### config.mk
export PLATFORM = sky130hd
export DESIGN_NAME = dmag_global_ctl
export DESIGN_NICKNAME = d
export VERILOG_FILES = /design/src/rtl/dmag_pkg.sv /design/src/rtl/dmag_ctrl_reg.sv /design/src/rtl/dmag_chan_gate.sv /design/src/rtl/dmag_global_ctl.sv
export SDC_FILE = /design/constraint.sdc
export NUM_CORES = 1
export LEC_CHECK = 0
export CAP_MARGIN = 20
export CORE_MARGIN = 8
export CORE_UTILIZATION = 50
export DETAILED_ROUTE_END_ITERATION = 12
export DONT_BUFFER_PORTS = 1
export GPL_TIMING_DRIVEN = 0
export PLACE_DENSITY = 0.62
export SYNTH_ARGS = -nofsm -noshare
export SYNTH_HDL_FRONTEND = slang
export SYNTH_SLANG_ARGS = --single-unit
export TNS_END_PERCENT = 30
### constraint.sdc
create_clock -name clk -period 1.8 [get_ports clk]
set_clock_uncertainty 0.05 [all_clocks]
set_input_delay 0.36 -clock clk [delete_from_list [all_inputs] [get_ports clk]]
set_output_delay 0.36 -clock clk [all_outputs]
set_load 0.02 [all_outputs]
### src/rtl/dmag_pkg.sv
package dmag_pkg;
  localparam int unsigned LANE_W   = 2;
  localparam int unsigned BYTE_W   = 8;
  localparam int unsigned HALT_W   = 4;
  localparam int unsigned CTL_LANE = 3;
  localparam int unsigned EN_BIT   = 7;
  localparam int unsigned PRIO_BIT = 4;

  typedef struct packed {
    logic              en;
    logic              prio;
    logic [HALT_W-1:0] halt;
  } gcfg_t;

  function automatic logic [BYTE_W-1:0] pack_cfg(input gcfg_t c);
    logic [BYTE_W-1:0] b;
    b = '0;
    b[EN_BIT]       = c.en;
    b[PRIO_BIT]     = c.prio;
    b[HALT_W-1:0]   = c.halt;
    return b;
  endfunction
endpackage

### src/rtl/dmag_ctrl_reg.sv
module dmag_ctrl_reg
  import dmag_pkg::*;
(
  input  logic              clk,
  input  logic              rst_n,
  input  logic              wr_en,
  input  logic [LANE_W-1:0] wr_lane,
  input  logic [BYTE_W-1:0] wr_byte,
  input  logic [LANE_W-1:0] rd_lane,
  output logic [BYTE_W-1:0] rd_byte,
  output gcfg_t             cfg
);
  localparam logic [LANE_W-1:0] CTL_SEL = LANE_W'(CTL_LANE);

  gcfg_t cfg_q;

  always_ff @(posedge clk or negedge rst_n) begin
    if (!rst_n) begin
      cfg_q <= '0;
    end else if (wr_en && wr_lane == CTL_SEL) begin
      cfg_q.en   <= wr_byte[EN_BIT];
      cfg_q.prio <= wr_byte[PRIO_BIT];
      cfg_q.halt <= wr_byte[HALT_W-1:0];
    end
  end

  always_comb begin
    rd_byte = '0;
    if (rd_lane == CTL_SEL) rd_byte = pack_cfg(cfg_q);
  end

  assign cfg = cfg_q;

  assert_write_lands_R2: assert property (@(posedge clk) disable iff (!rst_n)
    (wr_en && wr_lane == CTL_SEL) |=>
      (cfg_q.en == $past(wr_byte[EN_BIT]) && cfg_q.halt == $past(wr_byte[HALT_W-1:0])));

  assert_other_lane_ignored_R3: assert property (@(posedge clk) disable iff (!rst_n)
    !(wr_en && wr_lane == CTL_SEL) |=> $stable(cfg_q));

  assert_idle_lane_zero_R3: assert property (@(posedge clk) disable iff (!rst_n)
    (rd_lane != CTL_SEL) |-> (rd_byte == '0));
endmodule

### src/rtl/dmag_chan_gate.sv
module dmag_chan_gate
  import dmag_pkg::*;
(
  input  logic              clk,
  input  logic              rst_n,
  input  logic              en,
  input  logic [HALT_W-1:0] halt,
  input  logic              start,
  input  logic              done,
  input  logic              blk_end,
  input  logic              req_in,
  output logic              run,
  output logic              blk_go,
  output logic              req_out
);
  logic run_q, run_d, start_ok, stop_at_bnd;

  always_comb begin
    start_ok    = start & en;
    stop_at_bnd = run_q & ~en & blk_end;
    run_d       = run_q;
    if (done || stop_at_bnd) run_d = 1'b0;
    if (start_ok)            run_d = 1'b1;
  end

  always_ff @(posedge clk or negedge rst_n) begin
    if (!rst_n) run_q <= 1'b0;
    else        run_q <= run_d;
  end

  assign run     = run_q;
  assign blk_go  = run_q & en & (halt == '0);
  assign req_out = req_in & run_q & en;

  assert_no_start_when_off_R5: assert property (@(posedge clk) disable iff (!rst_n)
    (!en && !run_q) |=> !run_q);

  assert_hold_until_boundary_R7: assert property (@(posedge clk) disable iff (!rst_n)
    (run_q && !en && !blk_end && !done) |=> run_q);

  assert_done_clears_R6: assert property (@(posedge clk) disable iff (!rst_n)
    (done && !start) |=> !run_q);

  assert_start_takes_R4: assert property (@(posedge clk) disable iff (!rst_n)
    (start && en) |=> run_q);

  assert_go_needs_run_R9: assert property (@(posedge clk) disable iff (!rst_n)
    blk_go |-> (run && halt == '0));
endmodule

### src/rtl/dmag_global_ctl.sv
module dmag_global_ctl
  import dmag_pkg::*;
#(
  parameter int unsigned NUM_CH = 5
) (
  input  logic              clk,
  input  logic              rst_n,
  input  logic              cfg_wr_en,
  input  logic [1:0]        cfg_wr_lane,
  input  logic [7:0]        cfg_wr_byte,
  input  logic [1:0]        cfg_rd_lane,
  output logic [7:0]        cfg_rd_byte,
  input  logic [NUM_CH-1:0] ch_start,
  input  logic [NUM_CH-1:0] ch_done,
  input  logic [NUM_CH-1:0] ch_blk_end,
  input  logic [NUM_CH-1:0] ch_req_in,
  output logic [NUM_CH-1:0] ch_run,
  output logic [NUM_CH-1:0] ch_blk_go,
  output logic [NUM_CH-1:0] ch_req_out,
  output logic              dma_on,
  output logic              prio_mode
);
  gcfg_t cfg;

  dmag_ctrl_reg u_reg (
    .clk     (clk),
    .rst_n   (rst_n),
    .wr_en   (cfg_wr_en),
    .wr_lane (cfg_wr_lane),
    .wr_byte (cfg_wr_byte),
    .rd_lane (cfg_rd_lane),
    .rd_byte (cfg_rd_byte),
    .cfg     (cfg)
  );

  for (genvar i = 0; i < NUM_CH; i++) begin : g_ch
    dmag_chan_gate u_gate (
      .clk     (clk),
      .rst_n   (rst_n),
      .en      (cfg.en),
      .halt    (cfg.halt),
      .start   (ch_start[i]),
      .done    (ch_done[i]),
      .blk_end (ch_blk_end[i]),
      .req_in  (ch_req_in[i]),
      .run     (ch_run[i]),
      .blk_go  (ch_blk_go[i]),
      .req_out (ch_req_out[i])
    );
  end

  assign dma_on    = cfg.en;
  assign prio_mode = cfg.prio;

  assert_req_masked_R8: assert property (@(posedge clk) disable iff (!rst_n)
    !dma_on |-> (ch_req_out == '0 && ch_blk_go == '0));

  assert_en_only_no_run_R4: assert property (@(posedge clk) disable iff (!rst_n)
    (ch_start == '0 && ch_run == '0) |=> (ch_run == '0));
endmodule

==> results.yml, run 1 <==
run_status:
  run_status: "complete, but fails checks"
  violations: "negative setup slack"
critical_path:
  crit_fanout: 5
  crit_required_ns: 1.39
  worst_setup_path_start_kind: "flip-flop"
  cp.arrival_ns: 1.43
  path_class: "reg2out"
  cp-end-kind: "primary output"
synthesis:
  avgSynthCellArea_um2: 9.71
  ys_types: 12
  async_flop_share_pct: 100
  yosysMostFrequentCell: "buf_4"
  ys_warn_count: 0
  synth_top_area_share_pct: 38.3
  syn_area_um2: 718
  synth-edff-count: 0
  synth_commonest_cells: "buf_4 (17), and3_1 (15), dfrtp_1 (11)"
  yosysTopAreaCell: "dfrtp_1"
  synth_ff_type: "dfrtp_1"
  ys_ff_latch: 11
  synth_cells: 74
  synth-seq-area-share_pct: 38.3
  synth_area_leaders: "dfrtp_1 (38%), buf_4 (18%), and3_1 (13%)"
timing:
  period_share_pct: 102
  finalWorstSetupSlack_ns: -0.0366
  period_needed_ns: 1.84
  max_clock_freq_mhz: 544
  setup_violations: 5
  hold_violations: 0
  drv_slew: 0
  rsz0062_at_grt: "true"
job:
  max-cap-violations: 0
floorplanning:
  die_area_um2: 2910
  core_area_um2: 1320
  rows: 13
  die_h_um: 53.9
  ios: 60
  start_util_pct: 54.5
  die_w_um: 53.9
clock_tree:
  clock_path_buffers: 2
  clk_latency_ns: 0.26
  cts.htree.levels: 1
  clkTransAtPathRegs_ns: 0.07
  cts_tree: "yes"
  cts_buffers: 3
  root_buffer: "clkbuf_4"
  cts_setup_buffers: 0
  cts_num_sinks: 11
final_layout:
  area.growth.synth_to_final_pct: 9.76
  layout.cells.non_filler: 95
  drive_above_1_share_pct: 38.8
  nNetsFinal: 116
  diodes: 0
pwr:
  leakage_nw: 0.410
  powerDensity_nw_per_um2: 958
  vdd_drop_max_v: 0.000699
  power_mw: 0.755
grt:
  grt_pass1_wl_um: 2330
  grt.total_usage_pct: 10.8
  grt_max_degree: 12
  antenna_found_initial: 0
  grt_overflow: 0
  grt_pass1_vias: 537
route:
  num_vias: 517
  wirelength_um: 1640
  drtIter0Drc: 7
  drt_pass1_iterations: 4
  drc: 0
  drt-vias-per-instance: 5.44
  routedWlPerCell_um: 17.3
  postRouteAntennaNets: 0
placed_design:
  gp_congestion: 0.693
  port_buffers: 0
  place_inst: 90
  place_hpwl_um: 1410
worst_hold_path:
  hold_class: "in2reg"
-- cell usage in the layout (no fill, tap or decap), drive strengths merged --
master and n:
nand3 1, and3 16, buf 17, dlygate4sd3 1, conb 2, nand2b 5, dfrtp 11, clkinv 1
nor4 1, clkbuf 4, o21ai 10, mux2 6, nor2b 5
-- layer usage --
layer | up-vias | GRT usage, % | share of wire, %
li1 | 250 | - | -
met1 | 235 | 10.2 | 33
met2 | 32 | 18.5 | 49
met3 | 0 | 6.06 | 18
met4 | 0 | 5.04 | 0
met5 | - | 0 | 0
-- worst paths after layout --
| kind | start | to | slack [ns] | cells after the start |
|---|---|---|---|---|
| setup / recovery | u_reg.cfg[1]$_DFFE_PN0P_ | ch_blk_go[0] | -0.04 | 3 |
| hold reg to reg | g_ch[3].u_gate.run$_DFFE_PN0P_ | g_ch[3].u_gate.run$_DFFE_PN0P_ | 0.54 | 2 |
| hold / removal | ch_blk_end[0] | g_ch[0].u_gate.run$_DFFE_PN0P_ | 0.14 | 1 |
| max in group asynchronous | rst_n | u_reg.cfg[5]$_DFFE_PN0P_ | 0.92 | 1 |
| setup reg to reg | u_reg.cfg[5]$_DFFE_PN0P_ | g_ch[4].u_gate.run$_DFFE_PN0P_ | 0.72 | 3 |
| min in group asynchronous | rst_n | u_reg.cfg[4]$_DFFE_PN0P_ | 0.43 | 1 |
-- state kept, by name, summed over array words and instances, names as in the netlist --
signal,cells
u_reg.cfg,6
g_ch.u_gate.run,5
-- repair_timing --
| item | 4_1_cts | 5_1_grt |
|---|---|---|
| setup endpoints to repair | 7 | 5 |
| hold buffers | 1 | 0 |
| gates resized for setup | 3 | 1 |
| pin swaps | 1 | 2 |
| hold endpoints to repair | 11 | 0 |
-- final cells by class --
cell class                 instances  area (um2)
clock inverter                     1        5.00
tap                               15        18.8
fill                             137         529
buffer                            18         140
sequential                        11         277
timing repair buffer               1        10.0
multi-input combinational         46         315
clock buffer                       3        22.5
-- worst max-delay path, cell delays in order (launching register included) --
cell and delay, ns:
dfrtp_1 0.42, nor4_4 0.40, and3_1 0.23, buf_6 0.12
-- kinds of logic (layout without fill, tap and decap cells) --
| kind of cell | count (synthesis) | after routing | share of synthesized area (%) |
|---|---|---|---|
| mux | 6 | 6 | 9.41 |
| simple gates | 28 | 28 | 26.5 |
| compound gates | 10 | 10 | 6.97 |
| buf+inv | 18 | 23 | 18.3 |
| flops | 11 | 11 | 38.3 |
| other cells | 1 | 2 | 0.522 |
-- through the flow --
stage          hold slack, ns  util [%]  instance area, um2  worst slack (ns)  setup TNS (ns)
2_1_floorplan          0.0144         -                 722             0.368               0
3_3_place_gp           0.0147      56.2                 741             0.139               0
3_5_place_dp           0.0147      56.2                 741             0.162               0
4_1_cts                 0.137      59.5                 785           -0.0651          -0.290
5_1_grt                 0.128      59.8                 788            -0.114          -0.514
6_report                0.141      59.8                 788           -0.0366          -0.158
-- where the power goes --
group / total [mW] / internal (mW) / switching [mW]
clock network: 0.168 / 0.0821 / 0.0856
registers: 0.362 / 0.295 / 0.0670
logic: 0.226 / 0.106 / 0.120
total: 0.755 / 0.483 / 0.272
No activity file was read; power rests on OpenSTA's default activity.
==> run 2, diff against run 1 <==
Settings changed: RECOVER_POWER set to 100.
==> results.yml, run 2 (synthesis results as in run 1) <==
floorplanning:
  rows: 13
  die_w_um: 53.9
  ios: 60
  core_area_um2: 1320
  die_area_um2: 2910
  start_util_pct: 54.5
  die_h_um: 53.9
timing:
  finalWorstSetupSlack_ns: -0.0359
  setup_violations: 5
  period_share_pct: 102
  period_needed_ns: 1.84
  setup_tns_ns: -0.157
  rsz0062_at_grt: "true"
  drv_slew: 0
  hold_violations: 0
  max_clock_freq_mhz: 545
clock_tree:
  clock_path_buffers: 2
  cts_num_sinks: 11
  clkTransAtPathRegs_ns: 0.07
  cts_setup_buffers: 0
  cts_buffers: 3
  cts.htree.levels: 1
  clk_latency_ns: 0.26
  cts_tree: "yes"
  root_buffer: "clkbuf_4"
route:
  drtIter0Drc: 7
  drt-vias-per-instance: 5.41
  postRouteAntennaNets: 0
  num_vias: 514
  wirelength_um: 1660
  routedWlPerCell_um: 17.5
  drt_pass1_iterations: 4
  drc: 0
worst_hold_path:
  hold_class: "in2reg"
final_layout:
  drive_above_1_share_pct: 28.7
  most-common-layout-cells: "and3_1 (15), o21ai_0 (10), dfrtp_1 (10)"
  diodes: 0
  largest_reg_flops: 6
  layout.cells.non_filler: 95
  nNetsFinal: 116
  area.growth.synth_to_final_pct: 5.23
  layout_commonest_cell: "and3_1"
  postLayoutCoreUtil_pct: 57.4
pwr:
  powerDensity_nw_per_um2: 969
  vdd_drop_max_v: 0.000697
  leakage_nw: 0.378
grt:
  grt_pass1_vias: 537
  grt.total_usage_pct: 10.8
  grt_max_degree: 12
  grt_overflow: 0
  antenna_found_initial: 0
  grt_pass1_wl_um: 2330
critical_path:
  cp.arrival_ns: 1.43
  cp.buffers_inverters: 1
  crit_family: "simple AND/OR/NAND/NOR gates"
  path_class: "reg2out"
  crit_fanout: 5
  crit_required_ns: 1.39
  worst_setup_path_start_kind: "flip-flop"
  path_cells: "nor4_4 -> and3_1 -> buf_6"
  cp_slowest_cell: "dfrtp_1"
  cpPeakStageDelay_ns: 0.42
  cp-end-kind: "primary output"
placed_design:
  place_inst: 90
  gp_congestion: 0.693
  place_hpwl_um: 1410
  port_buffers: 0
job:
  max-cap-violations: 0
run_status:
  violations: "negative setup slack"
  run_status: "complete, but fails checks"
==> run 2: cell count changes in the layout (fill, tap and decap cells not counted) <==
| cell | change |
|---|---|
| clkbuf_1 | +8 |
| buf_2 | +1 |
| buf_4 | -9 |
==> run 2: timing repair <==
action | 4_1_cts | 5_1_grt
hold buffers | 1 | 0
gates resized for setup | 3 | 1
pin swaps | 1 | 2
setup endpoints to repair | 7 | 5
hold endpoints to repair | 11 | 0
==> run 2: final timing paths <==
kind,end,slack [ns],cells after the start,startpoint
max in group asynchronous,u_reg.cfg[5]$_DFFE_PN0P_,0.92,1,rst_n
min in group asynchronous,u_reg.cfg[4]$_DFFE_PN0P_,0.43,1,rst_n
worst min-delay path,g_ch[0].u_gate.run$_DFFE_PN0P_,0.14,1,ch_blk_end[0]
worst max register to register,g_ch[4].u_gate.run$_DFFE_PN0P_,0.73,3,u_reg.cfg[5]$_DFFE_PN0P_
worst max-delay path,ch_blk_go[0],-0.04,3,u_reg.cfg[1]$_DFFE_PN0P_
worst min register to register,g_ch[3].u_gate.run$_DFFE_PN0P_,0.54,2,g_ch[3].u_gate.run$_DFFE_PN0P_
==> run 2: layout make-up <==
type,count,area [um2]
clock inverter,1,5.00
buffer,18,108
timing repair buffer,1,10.0
fill,143,562
multi-input combinational,46,315
clock buffer,3,22.5
tap,15,18.8
sequential,11,277
==> run 2: routing by layer <==
layer	wire length (um)	GRT usage, %	share of wire (%)	vias up
li1	-	-	-	250
met1	562	10.2	34	234
met2	813	18.5	49	30
met3	282	6.06	17	0
met4	0	5.04	0	0
met5	0	0	0	-
==> run 2: metrics by stage <==
step | instance area [um2] | worst slack (ns) | hold WS, ns | total power [mW]
6_report | 756 | -0.0359 | 0.141 | 0.732
5_1_grt | 756 | -0.114 | 0.128 | 0.779
3_3_place_gp | 741 | 0.139 | 0.0147 | 0.581
2_1_floorplan | 722 | 0.368 | 0.0144 | 0.550
3_5_place_dp | 741 | 0.162 | 0.0147 | 0.587
4_1_cts | 785 | -0.0651 | 0.137 | 0.765
==> run 2: power breakdown <==
part           switching [mW]  total [mW]  leakage, nW  internal, mW
Combinational           0.121       0.203        0.228        0.0826
Sequential             0.0662       0.361        0.132         0.295
Clock                  0.0858       0.168       0.0177        0.0821
Total                   0.273       0.732        0.378         0.460
==> run 2: worst reg2reg max path: cells and delay by family (launching register included) <==
kind,cells,cell delay [ns]
AO/OA/AOI/OAI,2,0.20
buffers and inverters,1,0.20
flip-flops,1,0.49
==> run 3, diff against run 2 <==
Settings changed: SKIP_CTS_REPAIR_TIMING set to 1.
==> results.yml, run 3 (synthesis results as in run 1) <==
route:
  drc: 0
  drtIter0Drc: 12
  postRouteAntennaNets: 0
  drt-vias-per-instance: 5.46
  drt_pass1_iterations: 4
  wirelength_um: 1690
  routedWlPerCell_um: 17.8
  num_vias: 519
pwr:
  power_mw: 0.734
  vdd_drop_max_v: 0.000701
  p_seq_share_pct: 49.2
  clockPowerShare_pct: 23.0
  p_int_mw: 0.460
  p_switching_mw: 0.275
  p_comb_share_pct: 27.7
  switching_share_pct: 37.4
  leakage_nw: 0.378
  powerDensity_nw_per_um2: 972
clock_tree:
  cts_tree: "yes"
  root_buffer: "clkbuf_4"
  cts.htree.levels: 1
  clock_path_buffers: 2
  clk_latency_ns: 0.27
  cts_num_sinks: 11
  cts_buffers: 3
  clkTransAtPathRegs_ns: 0.08
final_layout:
  diodes: 0
  stdcell_area_um2: 756
  largest_reg_flops: 6
  layout_commonest_cell: "and3_1"
  nNetsFinal: 116
  most-common-layout-cells: "and3_1 (15), o21ai_0 (10), dfrtp_1 (10)"
  area.growth.synth_to_final_pct: 5.23
  drive_above_1_share_pct: 28.7
  layout.cells.non_filler: 95
grt:
  grt_max_degree: 12
  grt_pass1_wl_um: 2330
  grt_pass1_vias: 536
  grt_overflow: 0
  grt.total_usage_pct: 10.8
  antenna_found_initial: 0
timing:
  period_share_pct: 102
  max_clock_freq_mhz: 543
  holdWs_ns: 0.140
  period_needed_ns: 1.84
  setup_violations: 5
  tightest_slew_ns: 0.503
  slew_headroom_pct: 66.4
  finalWorstSetupSlack_ns: -0.0403
  rsz0062_at_grt: "true"
  hold_violations: 0
  drv_slew: 0
critical_path:
  r2r-start: "u_reg.cfg[5]$_DFFE_PN0P_"
  path_class: "reg2out"
  critPathLaunch: "u_reg.cfg[1]$_DFFE_PN0P_"
  crit_fanout: 5
  reg2reg_slack_ns: 0.72
  cp-end-kind: "primary output"
  reg2reg_depth: 3
  cp.arrival_ns: 1.43
  crit_required_ns: 1.39
  worst_setup_path_start_kind: "flip-flop"
run_status:
  run_status: "complete, but fails checks"
  violations: "negative setup slack"
placed_design:
  gp_congestion: 0.693
  place_hpwl_um: 1410
  place_area_um2: 741
  place_inst: 90
  port_buffers: 0
job:
  max-cap-violations: 0
worst_hold_path:
  hold_class: "in2reg"
  min_path_cells: 1
  hold_start: "ch_blk_end[0]"
floorplanning:
  die_w_um: 53.9
  core_area_um2: 1320
  die_area_um2: 2910
  start_util_pct: 54.5
  rows: 13
  ios: 60
  die_h_um: 53.9
==> run 3: critical path, cell delays in order, from the launching register on <==
cell and delay (ns):
dfrtp_1 0.42, nor4_4 0.40, and3_1 0.23, buf_6 0.12
==> run 3: stage by stage <==
| stage | worst slack [ns] | setup TNS [ns] | util, % |
|---|---|---|---|
| finish | -0.0403 | -0.179 | 57.4 |
| global placement | 0.139 | 0 | 56.2 |
| global route | -0.114 | -0.514 | 57.4 |
| detailed placement | 0.162 | 0 | 56.2 |
| CTS | -0.160 | -0.883 | 58.3 |
| floorplan | 0.368 | 0 | - |
==> run 3: final timing paths <==
| kind | end |
|---|---|
| max in group asynchronous | u_reg.cfg[5]$_DFFE_PN0P_ |
| min in group asynchronous | u_reg.cfg[4]$_DFFE_PN0P_ |
| hold reg to reg | g_ch[3].u_gate.run$_DFFE_PN0P_ |
| setup reg to reg | g_ch[4].u_gate.run$_DFFE_PN0P_ |
| setup / recovery | ch_blk_go[0] |
| hold / removal | g_ch[0].u_gate.run$_DFFE_PN0P_ |
==> run 3: per-layer routing <==
layer | wire length (um) | share of wire [%] | vias up | global-route usage, %
met5 | 0 | 0 | - | 0
met4 | 0 | 0 | 0 | 5.04
met3 | 282 | 17 | 0 | 6.06
met2 | 804 | 48 | 30 | 18.5
met1 | 604 | 36 | 238 | 10.2
li1 | - | - | 251 | -
==> run 3: layout make-up <==
type / count / area [um2]
fill: 141 / 562
multi-input combinational: 46 / 315
sequential: 11 / 277
buffer: 18 / 108
clock buffer: 3 / 22.5
tap: 15 / 18.8
timing repair buffer: 1 / 10.0
clock inverter: 1 / 5.00
==> run 3: power by group through the flow <==
| stage | combinational [mW] | sequential [mW] | clock (mW) |
|---|---|---|---|
| floorplan | 0.199 | 0.351 | 0 |
| detailed placement | 0.221 | 0.367 | 0 |
| global route | 0.220 | 0.371 | 0.188 |
| finish | 0.204 | 0.362 | 0.169 |
| CTS | 0.221 | 0.361 | 0.172 |
| global placement | 0.217 | 0.364 | 0 |
